$ cat config.mk
export PLATFORM = sky130hd
export DESIGN_NAME = fb_bridge_ctrl
export DESIGN_NICKNAME = d
export VERILOG_FILES = /design/src/rtl/fb_bridge_pkg.sv /design/src/rtl/fb_request_map.sv /design/src/rtl/fb_dead_timer.sv /design/src/rtl/fb_bridge_fsm.sv /design/src/rtl/fb_gate_decode.sv /design/src/rtl/fb_bridge_ctrl.sv
export SDC_FILE = /design/constraint.sdc
export NUM_CORES = 1
export LEC_CHECK = 0
export ABC_AREA = 0
export BUFFER_PORTS_ARGS = -buffer_cell sky130_fd_sc_hd__buf_2
export CAP_MARGIN = 25
export CORE_MARGIN = 4
export CORE_UTILIZATION = 35
export CTS_CLUSTER_SIZE = 8
export DETAILED_ROUTE_END_ITERATION = 8
export HOLD_SLACK_MARGIN = 0.06
export SLEW_MARGIN = 30
export SYNTH_ARGS = -nofsm -noshare
export SYNTH_HDL_FRONTEND = slang
export SYNTH_SLANG_ARGS = --single-unit
export TNS_END_PERCENT = 5
$ cat constraint.sdc
create_clock -name clk_i -period 1.9 [get_ports clk_i]
set_input_delay 0.095 -clock clk_i [delete_from_list [all_inputs] [get_ports clk_i]]
set_output_delay 0.095 -clock clk_i [all_outputs]
set_load 0.005 [all_outputs]
$ cat src/rtl/fb_bridge_pkg.sv
package fb_bridge_pkg;

    typedef enum logic [1:0] {
        ST_IDLE   = 2'd0,
        ST_DEAD   = 2'd1,
        ST_DIAG_A = 2'd2,
        ST_DIAG_B = 2'd3
    } fb_state_e;

    typedef enum logic [1:0] {
        RQ_OFF = 2'd0,
        RQ_A   = 2'd1,
        RQ_B   = 2'd2
    } fb_req_e;

    typedef struct packed {
        logic ah;
        logic al;
        logic bh;
        logic bl;
    } fb_gates_t;

    // Settled state that serves a given request
    function automatic fb_state_e target_state(fb_req_e r);
        fb_state_e s;
        unique case (r)
            RQ_A:    s = ST_DIAG_A;
            RQ_B:    s = ST_DIAG_B;
            default: s = ST_IDLE;
        endcase
        return s;
    endfunction

endpackage

$ cat src/rtl/fb_request_map.sv
module fb_request_map
    import fb_bridge_pkg::*;
(
    input  logic    phase_i,
    input  logic    enable_i,
    output fb_req_e req_o
);
    always_comb begin
        if (!enable_i) begin
            req_o = RQ_OFF;
        end else if (phase_i) begin
            req_o = RQ_B;
        end else begin
            req_o = RQ_A;
        end
    end
endmodule

$ cat src/rtl/fb_dead_timer.sv
module fb_dead_timer #(
    parameter int DEAD_CYC = 10
) (
    input  logic clk_i,
    input  logic rst_i,
    input  logic start_i,
    output logic done_o
);
    localparam int CW = $clog2(DEAD_CYC) + 1;
    localparam logic [CW-1:0] LAST = CW'(DEAD_CYC - 1);

    logic [CW-1:0] cnt_q;

    always_ff @(posedge clk_i) begin
        if (rst_i) begin
            cnt_q <= '0;
        end else if (start_i) begin
            cnt_q <= '0;
        end else if (cnt_q != LAST) begin
            cnt_q <= cnt_q + 1'b1;
        end
    end

    assign done_o = (cnt_q == LAST);
endmodule

$ cat src/rtl/fb_bridge_fsm.sv
module fb_bridge_fsm
    import fb_bridge_pkg::*;
(
    input  logic      clk_i,
    input  logic      rst_i,
    input  fb_req_e   req_i,
    input  logic      done_i,
    output logic      start_o,
    output fb_state_e state_nxt_o
);
    fb_state_e state_q;
    fb_req_e   held_q;
    fb_req_e   held_nxt;

    // Next-state logic
    always_comb begin
        state_nxt_o = state_q;
        held_nxt    = held_q;
        start_o     = 1'b0;
        unique case (state_q)
            ST_IDLE, ST_DIAG_A, ST_DIAG_B: begin
                if (target_state(req_i) != state_q) begin
                    state_nxt_o = ST_DEAD;
                    held_nxt    = req_i;
                    start_o     = 1'b1;
                end
            end
            ST_DEAD: begin
                if (req_i != held_q) begin
                    held_nxt = req_i;
                    start_o  = 1'b1;
                end else if (done_i) begin
                    state_nxt_o = target_state(held_q);
                end
            end
            default: begin
                state_nxt_o = ST_IDLE;
            end
        endcase
    end

    // State register
    always_ff @(posedge clk_i) begin
        if (rst_i) begin
            state_q <= ST_IDLE;
            held_q  <= RQ_OFF;
        end else begin
            state_q <= state_nxt_o;
            held_q  <= held_nxt;
        end
    end
endmodule

$ cat src/rtl/fb_gate_decode.sv
module fb_gate_decode
    import fb_bridge_pkg::*;
(
    input  logic      clk_i,
    input  logic      rst_i,
    input  fb_state_e state_nxt_i,
    output fb_gates_t gates_o
);
    // Output register, decoded from the next state so no cycle is added
    always_ff @(posedge clk_i) begin
        if (rst_i) begin
            gates_o <= '0;
        end else begin
            unique case (state_nxt_i)
                ST_DIAG_A: gates_o <= '{ah: 1'b1, al: 1'b0, bh: 1'b0, bl: 1'b1};
                ST_DIAG_B: gates_o <= '{ah: 1'b0, al: 1'b1, bh: 1'b1, bl: 1'b0};
                default:   gates_o <= '0;
            endcase
        end
    end
endmodule

$ cat src/rtl/fb_bridge_ctrl.sv
module fb_bridge_ctrl
    import fb_bridge_pkg::*;
#(
    parameter int DEAD_CYC = 10
) (
    input  logic clk_i,
    input  logic rst_i,
    input  logic phase_i,
    input  logic enable_i,
    output logic sw_ah_o,
    output logic sw_al_o,
    output logic sw_bh_o,
    output logic sw_bl_o
);
    fb_req_e   req;
    fb_state_e state_nxt;
    fb_gates_t gates;
    logic      dt_start;
    logic      dt_done;

    fb_request_map map_i (
        .phase_i  (phase_i),
        .enable_i (enable_i),
        .req_o    (req)
    );

    fb_dead_timer #(.DEAD_CYC(DEAD_CYC)) timer_i (
        .clk_i   (clk_i),
        .rst_i   (rst_i),
        .start_i (dt_start),
        .done_o  (dt_done)
    );

    fb_bridge_fsm fsm_i (
        .clk_i       (clk_i),
        .rst_i       (rst_i),
        .req_i       (req),
        .done_i      (dt_done),
        .start_o     (dt_start),
        .state_nxt_o (state_nxt)
    );

    fb_gate_decode dec_i (
        .clk_i       (clk_i),
        .rst_i       (rst_i),
        .state_nxt_i (state_nxt),
        .gates_o     (gates)
    );

    assign sw_ah_o = gates.ah;
    assign sw_al_o = gates.al;
    assign sw_bh_o = gates.bh;
    assign sw_bl_o = gates.bl;
endmodule

Word-level counts from Yosys, hierarchy flattened. Index checks and enable logic that the tools add are counted. Widths: inputs -> output; s select.

$add $sub $neg: 1. Multipliers: 0. Divide/modulo/power cells: 0. Magnitude comparators: 0. Eq/ne operators: 15. Shift operators: 0. Mux-type cells: 16. Bitwise logic cells: 0. Reductions and logical operators: 4.

Operators by type and width (number): $mux 2 (8); $pmux 2 s2 (4); $eq 2x2->1 const B (6); $pmux 4 s2 (1); $eq 2x1->1 const B (3); $add 5x1->5 const B (1); $eq 5x4->1 const B (1); $ne 5x4->1 const B (1); $ne 2x1->1 const B (2); $ne 2x2->1 (2); $reduce_or 3->1 (1); $logic_not 2->1 (1); $mux 1 (2); $pmux 1 s2 (1); $reduce_and 2->1 (1); $reduce_or 2->1 (1).

Bits in registers: 13. Latch bits: 0. Bits in writable memories: 0. Memory bits (read-only): 0. Bits of input ports: 4. Output and inout port bits: 4. Memories kept: 0.

Depth between registers and ports, before layout. Gate-level depths: netlist of run 1.

Word-level depth: 10. Depth in mapped cells: 6.

By module. From an unflattened synthesis of run 1, not the netlist that was laid out.

Cells, all modules: 68. Area total of the unflattened synthesis: 673.1 µm².

By module, submodules not included: fb_bridge_fsm (times used 1, cells an instance 33, area an instance 297.8 µm², sequential area each 80.1 µm²); fb_dead_timer (times used 1, cells an instance 27, area an instance 282.8 µm², sequential area each 100.1 µm²); fb_gate_decode (times used 1, cells an instance 6, area an instance 76.3 µm², sequential area each 40.0 µm²); fb_request_map (times used 1, cells an instance 2, area an instance 16.3 µm², sequential area each 0.0 µm²).

Worst setup path after synthesis of run 1. Ideal clock, no wire load.

Kind: flip-flop to flip-flop. Start point: register timer_i.cnt_q[0]. End point: register dec_i.gates_o[0] in the netlist's numbering. Setup time: 103 ps. Arrival time: 1285 ps. Data required time: 1797 ps. Slack: 511 ps. Stages on the path, launching flop included: 6. Period minus slack after synthesis: 1389 ps. Path through: dfxtp_1 ha_1 and4bb_2 o311a_1 a31oi_1 a2111oi_2.

Word-level cells in the longest chain between the ends: 6.

Ends and longest elaborated chain: start, declared (line fb_dead_timer.sv:12) `logic [CW-1:0] cnt_q;`; start signal, assigned (line fb_dead_timer.sv:20) `cnt_q <= cnt_q + 1'b1;`; $eq 5x4->1 * (line fb_dead_timer.sv:24) `assign done_o = (cnt_q == LAST);`; $mux 2 * (line fb_bridge_fsm.sv:32) `end else if (done_i) begin`; $mux 2 * (line fb_bridge_fsm.sv:29) `if (req_i != held_q) begin`; $pmux 2 s2 * (line fb_bridge_fsm.sv:20) `unique case (state_q)`; $eq 2x2->1 (line fb_gate_decode.sv:14) `unique case (state_nxt_i)`; $pmux 4 s2 * (line fb_gate_decode.sv:14); end signal, assigned (line fb_gate_decode.sv:15) `ST_DIAG_A: gates_o <= '{ah: 1'b1, al: 1'b0, bh: 1'b0, bl: 1'b1};`; end signal, assigned (line fb_gate_decode.sv:16) `ST_DIAG_B: gates_o <= '{ah: 1'b0, al: 1'b1, bh: 1'b1, bl: 1'b0};`; end, declared (line fb_gate_decode.sv:7) `output fb_gates_t gates_o`.

Mark *: on every way between the ends. The rest lies on a longest branch, timed or not. A chain may end at the register's enable or synchronous reset.

Worst setup path after layout of run 1.
Start point: register fsm_i.state_q[0]. End point: register timer_i.cnt_q[3].

Word-level cells in the longest chain between the ends: 4.

Ends and longest elaborated chain: start, declared (line fb_bridge_fsm.sv:11) `fb_state_e state_q;`; start signal, assigned (line fb_bridge_fsm.sv:48) `state_q <= state_nxt_o;`; $eq 2x2->1, or another cell as far along (line fb_bridge_fsm.sv:20); $reduce_or 3->1 or $mux 1 (tied branches) (line fb_bridge_fsm.sv:20, fb_bridge_fsm.sv:22); $pmux 1 s2 * (line fb_bridge_fsm.sv:20); $reduce_or 2->1 (no source line) *.

Marked as above.

==> results of run 1 <==
## power breakdown
| group | switching, mW | internal [mW] | leakage [nW] | total [mW] |
|---|---|---|---|---|
| logic | 0.0394 | 0.0329 | 0.198 | 0.0723 |
| clock network | 0.0777 | 0.0814 | 0.0150 | 0.159 |
| registers | 0.0155 | 0.239 | 0.0898 | 0.255 |
| total | 0.133 | 0.354 | 0.303 | 0.486 |
## worst paths after layout
kind                           end  slack [ns]  cells past startpoint
setup / recovery  timer_i.cnt_q[3]        0.27                      4
hold / removal     fsm_i.held_q[1]        0.14                      2
setup reg to reg  timer_i.cnt_q[3]        0.27                      4
hold reg to reg   timer_i.cnt_q[4]        0.56                      2
## worst reg2reg max path: cells and delay by family (launching register included)
| family | cells | cell delay (ns) |
|---|---|---|
| AO/OA/AOI/OAI | 3 | 0.86 |
| flip-flops | 1 | 0.54 |
| AND/OR/NAND/NOR | 1 | 0.10 |
## area by class of cell
type	instances	area (sq um)
Fill cell	193	1070
Multi-Input combinational cell	55	407
Sequential cell	11	220
Timing Repair Buffer	7	35.0
Tap cell	25	31.3
Clock buffer	4	26.3
Inverter	4	15.0
## metal layers
metal / GRT usage / share of wire
met1: 0.131 / 0.45
met2: 0.184 / 0.50
met3: 0.0427 / 0.041
met4: 0.0255 / 0.0069
met5: 0 / 0
## sequential cells by signal, summed over array words and instances (netlist names)
name	flops
fsm_i.held_q	2
fsm_i.state_q	2
dec_i.gates_o	2
timer_i.cnt_q	5
## cell usage after synthesis (all sizes together) (2+ instances only)
| cell type | count | area [sq um] |
|---|---|---|
| nor2 | 6 | 22.5 |
| or2 | 2 | 12.5 |
| ha | 3 | 37.5 |
| a21boi | 2 | 15.0 |
| xnor2 | 2 | 17.5 |
| nor2b | 3 | 18.8 |
| buf | 6 | 50.0 |
| nand3 | 3 | 15.0 |
| nor3 | 7 | 35.0 |
| inv | 4 | 15.0 |
| xor2 | 3 | 26.3 |
| dfxtp | 11 | 220 |
| a21oi | 4 | 20.0 |
| a22oi | 2 | 15.0 |
## logic make-up after synthesis
group | count (synthesis) | share of synthesized area
compound gates | 18 | 0.212
xor+xnor | 5 | 0.0630
fa+ha+maj | 3 | 0.0540
buf+inv | 11 | 0.0989
flops | 11 | 0.317
simple gates | 29 | 0.255
==> out/results.ini, run 1 <==
[status]
status = finished, final reports clean

[placed_design]
port_buffers = 7
dpl_cell_area_sq_um = 708
gp_congestion = 0.766
place_ws_ns = 0.252
dp_cells = 102
post-dp-hpwl_um = 942

[die]
die_width_um = 52.6
start_util = 0.386
fp.dieArea_sq_um = 2760
pin_count = 8
num_rows = 15
coreArea_sq_um = 1800
die_h_um = 52.6

[clocking]
clk-insertion-delay-late_ns = 0.27
ctsResizeCount = 0
cts_root_buffer = clkbuf_4
cts.clk_slew.worst_paths_ns = 0.07
cts-hold-fix-buffers = 0
cts_buffers = 3
clockBufferDepth = 2
cts_tree = built
cts_setup_buffers = 0
h-tree-depth = 1
clock-sinks = 11

[setup_path]
worstReg2RegStart = fsm_i.state_q[0]
worstPathMaxFanout = 11
cp_cell_sequence = a21boi_0, o41ai_2, a311oi_2, nor3_1
cp.required_ns = 2.04
start_kind = register
cp.arrival_ns = 1.77
critPathBufInv = 0
setup.worst_path.end_class = register
crit_family = compound AO/OA/AOI/OAI gates
critical_path_class = reg -> reg
max_stage_delay_ns = 0.54
slowest_stage = dfxtp_1
crit_path_start = fsm_i.state_q[0]

[sta]
final-setup-viol-count = 0
tns_ns = 0
finalHoldViolations = 0
hold_ws_ns = 0.145
min_period_over_period = 0.860
fin_worst_skew_ns = 0.00476
worstMarginPinSlew_ns = 0.459
slew_violations = 0
rsz0062_at_grt = no
clock.fmax_mhz = 612
period_needed_ns = 1.63
slew_headroom = 0.694
setup_ws_ns = 0.266

[logic_synthesis]
yosys_warnings = 0
syn_inst = 77
synth_edf_count = 0
ys_seq_area_frac = 0.317
synth_cell_type_count = 36
synth.net_count = 84
synth_top_flop_cell = dfxtp_1
synthArstFlopShare = 0
synth_seq_cells = 11
syn_area_per_cell_sq_um = 9.03
synthesis.area_sq_um = 696

[final_layout]
fin_area_sq_um = 734
postLayoutCoreUtil = 0.408
final_cell_mix = dfxtp_1, nor3_1, buf_2, nor2_1, a21oi_1
drive_gt1_frac = 0.235
antenna_cells = 0
layout.cells.non_filler = 106
final_common_cell = dfxtp_1
finalNetCount = 89
synthToLayoutAreaGrowth_pct = 5.58

[global_routing]
grt_max_degree = 15
antenna_found_initial = 0
grt_pass1_vias = 483
grt_pass1_wl_um = 2240
grt_remaining_overflow = 0
grt_use_total = 0.110

[power]
powerDensity_nw_per_um2 = 662
p_leak_nw = 0.303
irDropWorstVdd_uv = 329
power_uw = 486

[drt]
detail-route-antenna-nets = 0
route.detailed.drc = 0
firstDrtPassIters = 4
wire_per_inst_um = 12.3
routed_via_density = 5.20
drt_iter0_drc = 4
via_count = 551
drt_wl_total_um = 1310

[min_path]
min-delay-path-class = in -> reg
min_from = rst_i

[job]
cap_violations = 0

Note: power is estimated with default switching activity, not from simulation.
==> inputs of run 2 (changes only) <==
Settings changed: PLACE_DENSITY set to 0.53.
Clock period 1.9 ns to 1.4 ns, I/O delays scaled along.
==> run 2 against run 1 <==
  * Design area rose by 20%
  * Clock power rose by 35%
  * Total power rose by 45%
  * Hold slack improved by 0.0045 ns
  * Critical path depth did not move
  * Largest power group unchanged
  * Core utilization rose by 8.1 points
  * Register-to-register slack got worse by 0.24 ns
  * Clock skew fell by 0.0035 ns
==> out/results.ini, run 2 (synthesis gave the netlist of run 1 again) <==
[drt]
routed_via_density = 5.14  ; was 5.20
route.detailed.drc = 0  ; unchanged
drt_iter0_drc = 10  ; was 4
wire_per_inst_um = 12.6  ; was 12.3 um
detail-route-antenna-nets = 0  ; unchanged
firstDrtPassIters = 4  ; unchanged
drt_wl_total_um = 1470  ; was 1310 um
via_count = 601  ; was 551

[sta]
period_needed_ns = 1.37  ; was 1.63 ns
clock.fmax_mhz = 729  ; was 612 MHz
rsz0062_at_grt = yes  ; was no
fin_worst_skew_ns = 0.00123  ; was 0.00476 ns
setup_ws_ns = 0.0291  ; was 0.266 ns
min_period_over_period = 0.979  ; was 0.860
slew_headroom = 0.749  ; was 0.694
finalHoldViolations = 0  ; unchanged
slew_violations = 0  ; unchanged
final-setup-viol-count = 0  ; unchanged
worstMarginPinSlew_ns = 0.377  ; was 0.459 ns

[global_routing]
antenna_found_initial = 0  ; unchanged
grt_pass1_vias = 550  ; was 483
grt_remaining_overflow = 0  ; unchanged
grt_pass1_wl_um = 2440  ; was 2240 um
grt_max_degree = 13  ; was 15
grt_use_total = 0.124  ; was 0.110

[min_path]
min-delay-path-class = in -> reg  ; unchanged

[placed_design]
post-dp-hpwl_um = 1040  ; was 942 um
gp_congestion = 0.744  ; was 0.766
port_buffers = 7  ; unchanged
place_ws_ns = -0.103  ; was 0.252 ns
dpl_cell_area_sq_um = 783  ; was 708 sq um

[setup_path]
worstPathMaxFanout = 8  ; was 11
start_kind = register  ; unchanged
crit_family = compound AO/OA/AOI/OAI gates  ; unchanged
cp.arrival_ns = 1.54  ; was 1.77 ns
critPathBufInv = 0  ; unchanged
cp_cell_sequence = or2_2, a21oi_2, nor2b_1, a2111oi_2  ; was a21boi_0, o41ai_2, a311oi_2, nor3_1
critical_path_class = reg -> reg  ; unchanged
max_stage_delay_ns = 0.38  ; was 0.54 ns
cp.required_ns = 1.57  ; was 2.04 ns
slowest_stage = dfxtp_2  ; was dfxtp_1
setup.worst_path.end_class = register  ; unchanged

[final_layout]
largest_register_ffs = 5  ; unchanged
synthToLayoutAreaGrowth_pct = 26.6  ; was 5.58%
final_common_cell = buf_4  ; was dfxtp_1
fin_area_sq_um = 881  ; was 734 sq um
drive_gt1_frac = 0.457  ; was 0.235
regMostFlops = timer_i.cnt_q  ; unchanged
final_cell_mix = buf_4, dfxtp_1, buf_2, nor3_1, nor2_1  ; was dfxtp_1, nor3_1, buf_2, nor2_1, a21oi_1
antenna_cells = 0  ; unchanged
postLayoutCoreUtil = 0.489  ; was 0.408
finalNetCount = 100  ; was 89

[power]
irDropWorstVdd_uv = 409  ; was 329 uV
internal_power_uw = 510  ; was 354 uW
p_comb_frac = 0.218  ; was 0.149
p_leak_nw = 0.368  ; was 0.303 nW
switching_power_uw = 195  ; was 133 uW
switching_share = 0.277  ; was 0.273
powerDensity_nw_per_um2 = 800  ; was 662 nW/um^2
seqPwrFrac = 0.478  ; was 0.524
p_clk_frac = 0.304  ; was 0.327

[clocking]
cts.clk_slew.worst_paths_ns = 0.07  ; about the same
cts_buffers = 3  ; unchanged
h-tree-depth = 1  ; unchanged
cts_tree = built  ; unchanged
clk-insertion-delay-late_ns = 0.26  ; was 0.27 ns
clockBufferDepth = 2  ; unchanged
clock-sinks = 11  ; unchanged
cts_root_buffer = clkbuf_4  ; unchanged

[die]
num_rows = 15  ; unchanged
fp.dieArea_sq_um = 2760  ; unchanged
coreArea_sq_um = 1800  ; unchanged
start_util = 0.386  ; unchanged
pin_count = 8  ; unchanged
die_h_um = 52.6  ; unchanged
die_width_um = 52.6  ; unchanged

[job]
cap_violations = 0  ; unchanged

[status]
status = finished, final reports clean  ; unchanged

==> run 2: cell types whose count changed in the layout (fill, tap and decap cells not counted), sizes merged <==
cell  before  now
buf        7   18
==> run 2: layout make-up <==
class / count / area [sq um]
Multi-Input combinational cell: 55 / 463
Clock buffer: 4 / 26.3
Inverter: 4 / 15.0
Fill cell: 192 / 921
Tap cell: 25 / 31.3
Timing Repair Buffer: 18 / 118
Sequential cell: 11 / 228
==> run 2: metrics by stage <==
step	TNS [ns]	power [mW]	std cells	hold WS (ns)
final	0	0.705	117	0.149
after global routing	-0.0479	0.753	117	0.154
after CTS	0	0.707	116	0.136
after detailed placement	-0.449	0.475	112	0.416
after global placement	-0.442	0.474	112	0.400
after floorplan	0	0.433	77	0.284
==> run 2: what timing repair did <==
item                                    CTS  global route
endpoints found under the setup margin    6             6
hold buffers                              0             0
pin swaps                                 1             6
resized for setup                         9             7
buffers inserted                          1             1
==> run 2: worst paths after layout <==
check                   startpoint          endpoint  slack, ns  depth (start not counted)
hold / removal               rst_i   fsm_i.held_q[0]       0.15                          2
hold reg to reg   timer_i.cnt_q[4]  timer_i.cnt_q[4]       0.56                          2
setup reg to reg  fsm_i.state_q[1]  dec_i.gates_o[0]       0.03                          4
setup / recovery  fsm_i.state_q[1]  dec_i.gates_o[0]       0.03                          4
==> run 2: power by group through the flow <==
stage | Sequential (mW) | Clock [mW] | Combinational (mW)
2_1_floorplan | 0.344 | 0 | 0.0893
3_3_place_gp | 0.343 | 0 | 0.132
3_5_place_dp | 0.343 | 0 | 0.132
4_1_cts | 0.336 | 0.225 | 0.145
5_1_grt | 0.339 | 0.243 | 0.171
6_report | 0.337 | 0.214 | 0.154
==> run 2: routing by layer <==
metal / share of wire / vias to the layer above / global-route usage / wire length [um]
li1: - / 309 / - / -
met5: 0 / - / 0 / 0
met3: 0.043 / 2 / 0.0513 / 63
met4: 0.0088 / 0 / 0.0255 / 13
met2: 0.49 / 13 / 0.219 / 714
met1: 0.46 / 277 / 0.138 / 677
==> inputs of run 3 (changes only) <==
Settings changed: SYNTH_HIERARCHICAL set to 1.
==> run 3 against run 2 <==
  * Hold slack improved by 0.038 ns
  * Highest routed layer unchanged
  * Wire length decreased by 18%
  * Sequential share of layout area is 1.2 points lower
  * Flip-flop and latch count did not move
  * Sequential power decreased by 1%
  * The flow now finishes with violations (setup timing)
==> out/results.ini, run 3 <==
[power]
internal_power_uw = 551  ; was 510 uW
power_uw = 755  ; was 705 uW
p_comb_frac = 0.267  ; was 0.218
p_clk_frac = 0.292  ; was 0.304
powerDensity_nw_per_um2 = 836  ; was 800 nW/um^2
switching_power_uw = 204  ; was 195 uW
seqPwrFrac = 0.441  ; was 0.478
p_leak_nw = 0.393  ; was 0.368 nW
switching_share = 0.270  ; was 0.277
irDropWorstVdd_uv = 664  ; was 409 uV

[sta]
period_needed_ns = 1.41  ; was 1.37 ns
fin_worst_skew_ns = 0.00163  ; was 0.00123 ns
slew_violations = 0  ; unchanged
slew_headroom = 0.792  ; was 0.749
clock.fmax_mhz = 710  ; was 729 MHz
hold_ws_ns = 0.187  ; was 0.149 ns
min_period_over_period = 1.01  ; was 0.979
rsz0062_at_grt = yes  ; unchanged
finalHoldViolations = 0  ; unchanged
final-setup-viol-count = 3  ; was 0
setup_ws_ns = -0.00833  ; was 0.0291 ns
worstMarginPinSlew_ns = 0.312  ; was 0.377 ns

[die]
die_h_um = 51.9  ; was 52.6 um
num_rows = 15  ; unchanged
pin_count = 8  ; unchanged
fp.dieArea_sq_um = 2690  ; was 2760 sq um
die_width_um = 51.9  ; was 52.6 um
start_util = 0.378  ; was 0.386
coreArea_sq_um = 1780  ; was 1800 sq um

[setup_path]
worstPathMaxFanout = 9  ; was 8
setup.worst_path.end_class = register  ; unchanged
slowest_stage = ha_4  ; was dfxtp_2
cp.arrival_ns = 1.57  ; was 1.54 ns
cp_cell_sequence = buf_2, and2b_2, inv_2, ha_4, and4b_1, a21oi_2, and2_4, nor3b_1, mux2_2  ; was or2_2, a21oi_2, nor2b_1, a2111oi_2
critical_path_class = in -> reg  ; was reg -> reg
cp.required_ns = 1.56  ; was 1.57 ns
max_stage_delay_ns = 0.27  ; was 0.38 ns
start_kind = primary input  ; was register

[logic_synthesis]
syn_area_per_cell_sq_um = 9.90  ; was 9.03 sq um
synthTopCellsByArea = dfxtp_1, ha_1, xnor2_1, mux2_4, nor3b_1  ; was dfxtp_1, ha_1, nor3_1, xor2_1, buf_4
syn_inst = 68  ; was 77
yosysMostFrequentCell = dfxtp_1  ; unchanged
yosys_warnings = 6  ; was 0
ys_seq_area_frac = 0.327  ; was 0.317
synth_edf_count = 0  ; unchanged
synthesis.area_sq_um = 673  ; was 696 sq um
synthArstFlopShare = 0  ; unchanged
synth_top_area_frac = 0.327  ; was 0.317
synth_top_flop_cell = dfxtp_1  ; unchanged
synth.net_count = 76  ; was 84
synth_seq_cells = 11  ; unchanged
synth_cell_type_count = 32  ; was 36
synth_area_leader_cell = dfxtp_1  ; unchanged

[drt]
via_count = 535  ; was 601
drt_iter0_drc = 5  ; was 10
route.detailed.drc = 0  ; unchanged
wire_per_inst_um = 10.3  ; was 12.6 um
detail-route-antenna-nets = 0  ; unchanged
drt_wl_total_um = 1200  ; was 1470 um
firstDrtPassIters = 4  ; unchanged
routed_via_density = 4.57  ; was 5.14

[clocking]
clock-sinks = 11  ; unchanged
cts_buffers = 3  ; unchanged
cts_root_buffer = clkbuf_4  ; unchanged
cts-hold-fix-buffers = 0  ; unchanged
cts.clk_slew.worst_paths_ns = 0.07  ; about the same
h-tree-depth = 1  ; unchanged
cts_tree = built  ; unchanged
clk-insertion-delay-late_ns = 0.27  ; was 0.26 ns
clockBufferDepth = 2  ; unchanged

[final_layout]
finalNetCount = 101  ; was 100
final_cell_mix = buf_4, dfxtp_1, buf_2, nand2b_1, nor3b_1  ; was buf_4, dfxtp_1, buf_2, nor3_1, nor2_1
synthToLayoutAreaGrowth_pct = 34.2  ; was 26.6%
antenna_cells = 0  ; unchanged
regMostFlops = timer_i/cnt_q  ; was timer_i.cnt_q
final_common_cell = buf_4  ; unchanged
largest_register_ffs = 5  ; unchanged
fin_area_sq_um = 903  ; was 881 sq um
drive_gt1_frac = 0.489  ; was 0.457

[global_routing]
grt_max_degree = 18  ; was 13
grt_use_total = 0.110  ; was 0.124
grt_remaining_overflow = 0  ; unchanged
antenna_found_initial = 0  ; unchanged
grt_pass1_wl_um = 2170  ; was 2440 um
grt_pass1_vias = 517  ; was 550

[status]
violations = setup timing
status = complete, but fails checks  ; was finished, final reports clean

[placed_design]
post-dp-hpwl_um = 942  ; was 1040 um
port_buffers = 7  ; unchanged
dpl_cell_area_sq_um = 870  ; was 783 sq um
gp_congestion = 0.766  ; was 0.744

[job]
cap_violations = 0  ; unchanged

[min_path]
min-delay-path-class = in -> reg  ; unchanged

==> run 3: changes by cell type in the layout (fill, tap and decap cells not counted), moves of 2 or more <==
cell,delta
a22oi_1,-2
xor2_1,-3
nor3_1,-4
buf_4,+6
mux2i_1,+2
mux2_2,+2
dfxtp_1,+2
nand2b_1,+4
nor2_1,-4
or2_2,-2
nor3b_1,+4
mux2_4,+2
==> run 3: power by group through the flow <==
| stage | Sequential [mW] | Combinational (mW) | Clock [mW] |
|---|---|---|---|
| 6_report | 0.333 | 0.201 | 0.220 |
| 5_1_grt | 0.335 | 0.222 | 0.258 |
| 4_1_cts | 0.332 | 0.208 | 0.233 |
| 3_5_place_dp | 0.340 | 0.206 | 0 |
| 3_3_place_gp | 0.339 | 0.204 | 0 |
| 2_1_floorplan | 0.342 | 0.115 | 0 |
==> run 3: cell type report <==
class | instances | area, sq um
Inverter | 3 | 11.3
Timing Repair Buffer | 24 | 163
Clock buffer | 4 | 26.3
Multi-Input combinational cell | 50 | 449
Fill cell | 169 | 880
Sequential cell | 11 | 223
Tap cell | 25 | 31.3
==> run 3: worst max-delay path: cells and delay by family <==
family,cells,cell delay (ns)
compound gates,1,0.13
fa+ha+maj,1,0.27
buf+inv,2,0.14
mux,1,0.26
simple gates,4,0.70
==> run 3: per-layer routing <==
| layer | vias to the layer above | routed length [um] | part of all wire | track usage |
|---|---|---|---|---|
| li1 | 283 | - | - | - |
| met1 | 239 | 597 | 0.50 | 0.130 |
| met2 | 11 | 519 | 0.43 | 0.180 |
| met3 | 2 | 80 | 0.067 | 0.0602 |
| met4 | 0 | 6 | 0.0050 | 0.0131 |
| met5 | - | 0 | 0 | 0 |
==> run 3: what timing repair did <==
| action | in CTS | in global routing |
|---|---|---|
| endpoints found under the setup margin | 4 | 9 |
| pin swaps | 2 | 4 |
| gates resized for setup | 2 | 3 |
| setup buffers | 3 | 0 |
| endpoints found under the hold margin | 0 | 0 |
==> run 3: final timing paths <==
kind / from / endpoint / slack, ns / depth (start not counted)
min reg2reg: fsm_i/state_q[1] / fsm_i/state_q[1] / 0.56 / 2
min: rst_i / fsm_i/state_q[1] / 0.19 / 2
max: phase_i / timer_i/cnt_q[3] / -0.008 / 9
max reg2reg: fsm_i/state_q[0] / timer_i/cnt_q[3] / 0.07 / 5
==> run 3: stage by stage <==
stage               setup TNS (ns)  utilization  cells  setup WS (ns)
floorplan                    -1.06            -     68         -0.249
global placement             -1.50        0.488    112         -0.325
detailed placement           -1.69        0.488    112         -0.369
CTS                       -0.00644        0.507    118       -0.00644
global route                -0.237        0.507    117        -0.0536
finish                     -0.0121        0.507    117       -0.00833
==> run 3: kinds of logic (layout without fill, tap and decap cells) <==
group	after synthesis	in the layout	synth area share
AO/OA/AOI/OAI	5	5	0.0521
adder cells (fa/ha/maj)	4	4	0.0744
XOR/XNOR	5	5	0.0762
buffers and inverters	7	31	0.0539
multiplexers	6	6	0.108
AND/OR/NAND/NOR	30	30	0.309
flip-flops	11	11	0.327
